==> src/rtl/wrs_pkg.sv <==
package wrs_pkg;
  typedef enum logic [3:0] {
    CMD_MW  = 4'b0111,
    CMD_MWI = 4'b1111
  } wcmd_e;

  typedef enum logic {
    ST_IDLE = 1'b0,
    ST_RUN  = 1'b1
  } st_e;
endpackage

==> src/rtl/wrs_chunk_calc.sv <==
module wrs_chunk_calc
  import wrs_pkg::*;
#(
  parameter int AW = 32,
  parameter int LW = 16
) (
  input  logic [AW-1:0] addr,
  input  logic [LW-1:0] rem,
  input  logic          align_en,
  input  logic [LW-1:0] line_b,
  input  logic [LW-1:0] burst_b,
  output wcmd_e         cmd,
  output logic [LW-1:0] len
);
  logic [LW-1:0] off;
  logic [LW-1:0] to_bnd;
  logic [LW-1:0] cap;

  assign off    = addr[LW-1:0] & (line_b - LW'(1));
  assign to_bnd = line_b - off;
  assign cap    = (rem < burst_b) ? rem : burst_b;

  always_comb begin
    cmd = CMD_MW;
    len = cap;
    if (align_en) begin
      if (off == '0) begin
        if (rem >= line_b) begin
          cmd = CMD_MWI;
          len = line_b;
        end
      end else if (to_bnd < cap) begin
        len = to_bnd;
      end
    end
  end
endmodule

==> src/rtl/wrs_byte_en.sv <==
module wrs_byte_en #(
  parameter int LW = 16
) (
  input  logic [1:0]    lo,
  input  logic [LW-1:0] len,
  output logic [3:0]    be_first,
  output logic [3:0]    be_last
);
  localparam int LANES = 4;

  logic [LW:0] span;
  logic        single;
  logic [2:0]  first_hi;
  logic [2:0]  last_lo;
  logic [2:0]  last_hi;

  assign span     = {{(LW-1){1'b0}}, lo} + {1'b0, len};
  assign single   = (span <= (LW+1)'(LANES));
  assign first_hi = single ? span[2:0] : 3'd4;
  assign last_lo  = single ? {1'b0, lo} : 3'd0;
  assign last_hi  = (span[1:0] == 2'd0) ? 3'd4 : {1'b0, span[1:0]};

  for (genvar i = 0; i < LANES; i++) begin : g_lane
    localparam logic [2:0] LANE = 3'(i);
    assign be_first[i] = (LANE >= {1'b0, lo}) && (LANE < first_hi);
    assign be_last[i]  = (LANE >= last_lo) && (LANE < last_hi);
  end
endmodule

==> src/rtl/wr_splitter.sv <==
module wr_splitter
  import wrs_pkg::*;
#(
  parameter int AW = 32,
  parameter int LW = 16,
  parameter int CW = 8
) (
  input  logic          clk,
  input  logic          rst_n,
  input  logic          req_valid,
  output logic          req_ready,
  input  logic [AW-1:0] req_src,
  input  logic [AW-1:0] req_dst,
  input  logic [LW-1:0] req_len,
  input  logic [CW-1:0] req_line_dw,
  input  logic [CW-1:0] req_burst_dw,
  output logic          out_valid,
  input  logic          out_ready,
  output logic [3:0]    out_cmd,
  output logic [AW-1:0] out_addr,
  output logic [LW-1:0] out_len,
  output logic [3:0]    out_be_first,
  output logic [3:0]    out_be_last,
  output logic          done
);
  localparam int DW_SHIFT = 2;

  st_e           st_q, st_d;
  logic [AW-1:0] addr_q, addr_d;
  logic [LW-1:0] rem_q, rem_d;
  logic [LW-1:0] lb_q, lb_d;
  logic [LW-1:0] bb_q, bb_d;
  logic          algn_q, algn_d;
  logic          done_q, done_d;
  logic          ctx_en;

  logic [LW-1:0] req_lb;
  logic [LW-1:0] req_bb;
  wcmd_e         ch_cmd;
  logic [LW-1:0] ch_len;
  logic          take_req;
  logic          take_out;

  assign req_lb   = LW'(req_line_dw) << DW_SHIFT;
  assign req_bb   = (req_burst_dw == '0) ? LW'(4) : (LW'(req_burst_dw) << DW_SHIFT);
  assign take_req = (st_q == ST_IDLE) && req_valid;
  assign take_out = (st_q == ST_RUN) && out_ready;

  wrs_chunk_calc #(.AW(AW), .LW(LW)) u_calc (
    .addr     (addr_q),
    .rem      (rem_q),
    .align_en (algn_q),
    .line_b   (lb_q),
    .burst_b  (bb_q),
    .cmd      (ch_cmd),
    .len      (ch_len)
  );

  wrs_byte_en #(.LW(LW)) u_be (
    .lo       (addr_q[1:0]),
    .len      (ch_len),
    .be_first (out_be_first),
    .be_last  (out_be_last)
  );

  always_comb begin
    st_d   = st_q;
    addr_d = addr_q;
    rem_d  = rem_q;
    lb_d   = lb_q;
    bb_d   = bb_q;
    algn_d = algn_q;
    done_d = 1'b0;
    ctx_en = 1'b0;
    if (take_req) begin
      ctx_en = 1'b1;
      addr_d = req_dst;
      rem_d  = req_len;
      lb_d   = req_lb;
      bb_d   = req_bb;
      algn_d = (req_line_dw != '0) && (req_src[2:0] == req_dst[2:0]) && (req_lb <= req_bb);
      if (req_len == '0) begin
        done_d = 1'b1;
      end else begin
        st_d = ST_RUN;
      end
    end else if (take_out) begin
      ctx_en = 1'b1;
      addr_d = addr_q + AW'(ch_len);
      rem_d  = rem_q - ch_len;
      if (rem_q == ch_len) begin
        st_d   = ST_IDLE;
        done_d = 1'b1;
      end
    end
  end

  always_ff @(posedge clk or negedge rst_n) begin
    if (!rst_n) begin
      st_q   <= ST_IDLE;
      done_q <= 1'b0;
    end else begin
      st_q   <= st_d;
      done_q <= done_d;
    end
  end

  always_ff @(posedge clk or negedge rst_n) begin
    if (!rst_n) begin
      addr_q <= '0;
      rem_q  <= '0;
      lb_q   <= '0;
      bb_q   <= LW'(4);
      algn_q <= 1'b0;
    end else if (ctx_en) begin
      addr_q <= addr_d;
      rem_q  <= rem_d;
      lb_q   <= lb_d;
      bb_q   <= bb_d;
      algn_q <= algn_d;
    end
  end

  assign req_ready = (st_q == ST_IDLE);
  assign out_valid = (st_q == ST_RUN);
  assign out_cmd   = ch_cmd;
  assign out_addr  = addr_q;
  assign out_len   = ch_len;
  assign done      = done_q;
endmodule

==> config.mk <==
export PLATFORM = sky130hd
export DESIGN_NAME = wr_splitter
export DESIGN_NICKNAME = d
export VERILOG_FILES = /design/src/rtl/wrs_pkg.sv /design/src/rtl/wrs_chunk_calc.sv /design/src/rtl/wrs_byte_en.sv /design/src/rtl/wr_splitter.sv
export SDC_FILE = /design/constraint.sdc
export NUM_CORES = 1
export LEC_CHECK = 0
export ABC_AREA = 1
export BUFFER_PORTS_ARGS = -buffer_cell sky130_fd_sc_hd__buf_2
export CAP_MARGIN = 20
export CORE_UTILIZATION = 25
export CTS_CLUSTER_DIAMETER = 100
export CTS_CLUSTER_SIZE = 12
export DETAILED_ROUTE_END_ITERATION = 8
export PLACE_DENSITY = 0.54
export SLEW_MARGIN = 20
export SYNTH_ARGS = -nofsm -noshare
export SYNTH_HDL_FRONTEND = slang
export SYNTH_SLANG_ARGS = --single-unit
==> constraint.sdc <==
create_clock -name clk -period 6.05 [get_ports clk]
set_input_delay 1.21 -clock clk [delete_from_list [all_inputs] [get_ports clk]]
set_output_delay 1.21 -clock clk [all_outputs]
set_load 0.01 [all_outputs]
==> impl_metrics.py <==
metrics = {
    "sta": {
        "highest_clock_rate_ghz": 0.151,
        "hold-worst-slack_ns": 0.489,
        "final.setup.worst_slack_ns": -0.587,
        "setup-violations-final": 12,
        "timing.setup.tns_ns": -4.27,
        "report.final.hold_viol_count": 0,
        "min_period_over_period_pct": 110,
        "clock_skew_ns": 0.00855,
        "finalWorstPathRequiredPeriod_ns": 6.64,
        "worst-slew-pin-transition_ns": 0.996,
        "rsz_0062_raised_after_global_routing": "true",
        "maxSlewHeadroom_pct": 33.6,
        "maxSlewViolCount": 0,
    },
    "routing": {
        "route.detailed.wl_per_inst_um": 16.0,
        "m1WireLength_um": 13900,
        "topRoutingLayerUsed": "met4",
        "route.vias.total": 9293,
        "dr.first_iter.drc_count": 482,
        "vias_per_cell": 4.69,
        "drt_first_pass_iters": 4,
        "detailroute.wirelength.met3_um": 1180,
        "totalWireLength_um": 31600,
        "antenna_left": 0,
        "drt_drc_violations_left": 0,
        "detailroute.wirelength.met2_um": 15300,
    },
    "final_layout": {
        "fill_cells": 3307,
        "multiInputGateArea_um2": 6130,
        "layout-drive-gt1-share_pct": 40.3,
        "final_cell_count_no_fill": 1981,
        "finalNetCount": 1751,
        "seq_area_um2": 1680,
        "most_common_library_cell_in_the_layout_ignoring_fill_and_taps": "sky130_fd_sc_hd__nand2_1",
        "post-route-util_pct": 37.7,
        "most-common-layout-cells": "277 x sky130_fd_sc_hd__nand2_1, 245 x sky130_fd_sc_hd__buf_4, 141 x sky130_fd_sc_hd__inv_1",
        "insertedDiodeCount": 0,
        "flow.area_growth_from_synthesis_pct": 48.0,
        "fin_area_um2": 11900,
    },
    "placed_design": {
        "placedInstanceArea_um2": 10700,
        "post-dp-hpwl_um": 25200,
        "routabilityCongestion": 0.880,
        "dp_cells": 1920,
        "port-buffer-count": 130,
    },
    "floorplan": {
        "die_width_um": 182,
        "starting_density_of_the_core_pct": 25.5,
        "die_y_um": 182,
        "floorplan.rows": 65,
        "fp.dieArea_um2": 33000,
        "floorplan.io_pins": 163,
        "coreArea_um2": 31600,
    },
    "power_and_ir_drop": {
        "power_density_nw_per_um2": 637,
        "p_leak_nw": 6.15,
        "power.ir.vdd_worst_mv": 0.256,
    },
    "synth": {
        "synth_cell_type_count": 66,
        "synth-adder-area-share_pct": 12.1,
        "synth.ff_latch_count": 67,
        "synth_top_cell_by_area": "sky130_fd_sc_hd__dfrtp_1",
        "synth.cell_area_um2": 8060,
        "ys_top_cells_by_area": "sky130_fd_sc_hd__dfrtp_1 20%, sky130_fd_sc_hd__nand2_1 14%, sky130_fd_sc_hd__ha_1 12%",
        "post_synth_xor_area_fraction_pct": 4.95,
        "share_of_the_synthesized_area_in_the_top_cell_type_pct": 20.5,
        "synth-seq-area-share_pct": 20.8,
        "yosysWarnings": 0,
        "synth.avg_cell_area_um2": 6.71,
        "synth_top_family_by_area": "simple AND/OR/NAND/NOR gates",
        "synth_top_flop_cell": "sky130_fd_sc_hd__dfrtp_1",
        "async_reset_ff_share_pct": 100,
        "share_of_the_synthesized_area_in_compound_gates_ao_oa_aoi_oai_pct": 17.4,
        "synth-edff-count": 0,
        "synth-simple-area-share_pct": 34.3,
        "synth_cells": 1202,
        "synth.mux.area_fraction_pct": 0,
    },
    "worst_setup_path": {
        "crit_path_max_incr_delay_ns": 0.38,
        "startpoint_of_the_worst_slack_reg_to_reg_timing_path": "lb_q[3]",
        "end_kind": "primary output",
        "required_arrival_time_at_the_worst_endpoint_ns": 4.84,
        "critical_path.slowest_cell": "sky130_fd_sc_hd__dfrtp_1",
        "critical_path_arrival_ns": 5.43,
        "path_type_of_the_worst_setup_path": "reg2out",
        "critPathMaxFanout": 8,
        "timing.critical_path.from": "lb_q[3]",
        "crit_path_start_kind": "register",
    },
    "cts": {
        "clock_sinks": 67,
        "number_of_hold_repair_buffers_added_at_the_cts_stage": 0,
        "cts_inserted_buffers": 9,
        "max-clock-path-buffers": 2,
        "clk-insertion-delay-late_ns": 0.35,
        "cts_root_buffer": "sky130_fd_sc_hd__clkbuf_16",
        "tritoncts_clock_tree": "done",
        "clkSlewWorstSetupHoldPaths_ns": 0.06,
        "cts_htree_levels": 3,
    },
    "run_status": {
        "status": "finished with violations",
        "violations": "negative setup slack",
    },
    "hold_path": {
        "class_of_the_most_critical_hold_timing_path": "reg2reg",
        "min-delay-start": "bb_q[4]",
    },
    "global_route": {
        "grt_remaining_overflow": 0,
        "global_route.usage.total_pct": 19.0,
        "wire_length_of_the_first_global_routing_pass_um": 48300,
        "via_count_of_the_first_global_routing_pass": 8863,
        "grt_antenna_before_repair": 0,
        "maximum_number_of_pins_on_one_net_before_global_route_repair": 68,
    },
    "flow_run": {
        "maxCapViolations": 0,
    },
}
[worst paths after layout]
| path | slack [ns] | to | cells after the start |
|---|---|---|---|
| worst max-delay path | -0.59 | out_be_last[2] | 39 |
| worst min-delay path | 0.49 | bb_q[4] | 2 |
| worst max register to register | -0.14 | out_addr[25] | 51 |
| worst min register to register | 0.49 | bb_q[4] | 2 |
| max in group asynchronous | 4.34 | rem_q[7] | 1 |
| min in group asynchronous | 1.00 | out_addr[13] | 1 |
[area by class of cell]
class | instances | area share [%]
clock buffer | 11 | 1.95
clock inverter | 5 | 0.661
inverter | 187 | 5.99
multi-input combinational | 929 | 51.4
sequential | 67 | 14.1
tap | 402 | 4.22
timing repair buffer | 380 | 21.7
[stage by stage]
step	total power [mW]	worst slack (ns)
2_1_floorplan	4.00	0.00179
3_3_place_gp	6.13	-0.376
3_5_place_dp	6.20	-0.487
4_1_cts	7.10	-0.518
5_1_grt	8.27	-0.971
6_report	7.60	-0.587
[state kept, by name (all words and copies together), names as in the netlist]
register	count
out_valid	1
algn_q	1
rem_q	16
lb_q	8
out_addr	32
bb_q	8
done	1
[per-layer routing]
metal  track usage, %  vias to the layer above
met2             33.0                      216
met5                0                        -
met3             1.76                       53
met1             23.9                     4318
met4             8.07                        0
li1                 -                     4706
[critical path: cells and delay by family, from the launching register on]
kind	cells	cell delay, ns
simple gates	19	1.82
buf+inv	8	0.76
flops	1	0.38
xor+xnor	1	0.21
fa+ha+maj	4	0.95
compound gates	7	0.92
[cells in the mapped netlist (all sizes together), types with 11 or more instances]
library cell / n
nand3: 61
o21ai: 87
o221ai: 15
nand4: 24
nand2: 332
nor3: 14
a21oi: 78
inv: 186
dfrtp: 66
xor2: 29
o211ai: 22
ha: 75
clkbuf: 18
xnor2: 11
nor2: 124
[cell families (layout without fill, tap and decap cells)]
logic type                 after synthesis  in the layout
buffers and inverters                  214            583
other                                    1              9
adders and majority gates               77             77
DFF                                     67             67
and+or+nand+nor                        573            573
xor gates and xnor gates                40             40
AOI/OAI and AO/OA                      230            230
[power by group]
part / internal, mW / switching (mW) / total [mW] / leakage, nW
registers: 0.642 / 0.206 / 0.848 / 0.830
logic: 2.79 / 3.38 / 6.16 / 5.17
clock network: 0.361 / 0.228 / 0.589 / 0.153
[what timing repair did]
item / 4_1_cts / 5_1_grt
resized for setup: 72 / 97
pin swaps: 33 / 65
endpoints found under the setup margin: 25 / 37
setup buffers: 22 / 24
Power figures use the tool's default switching activity.
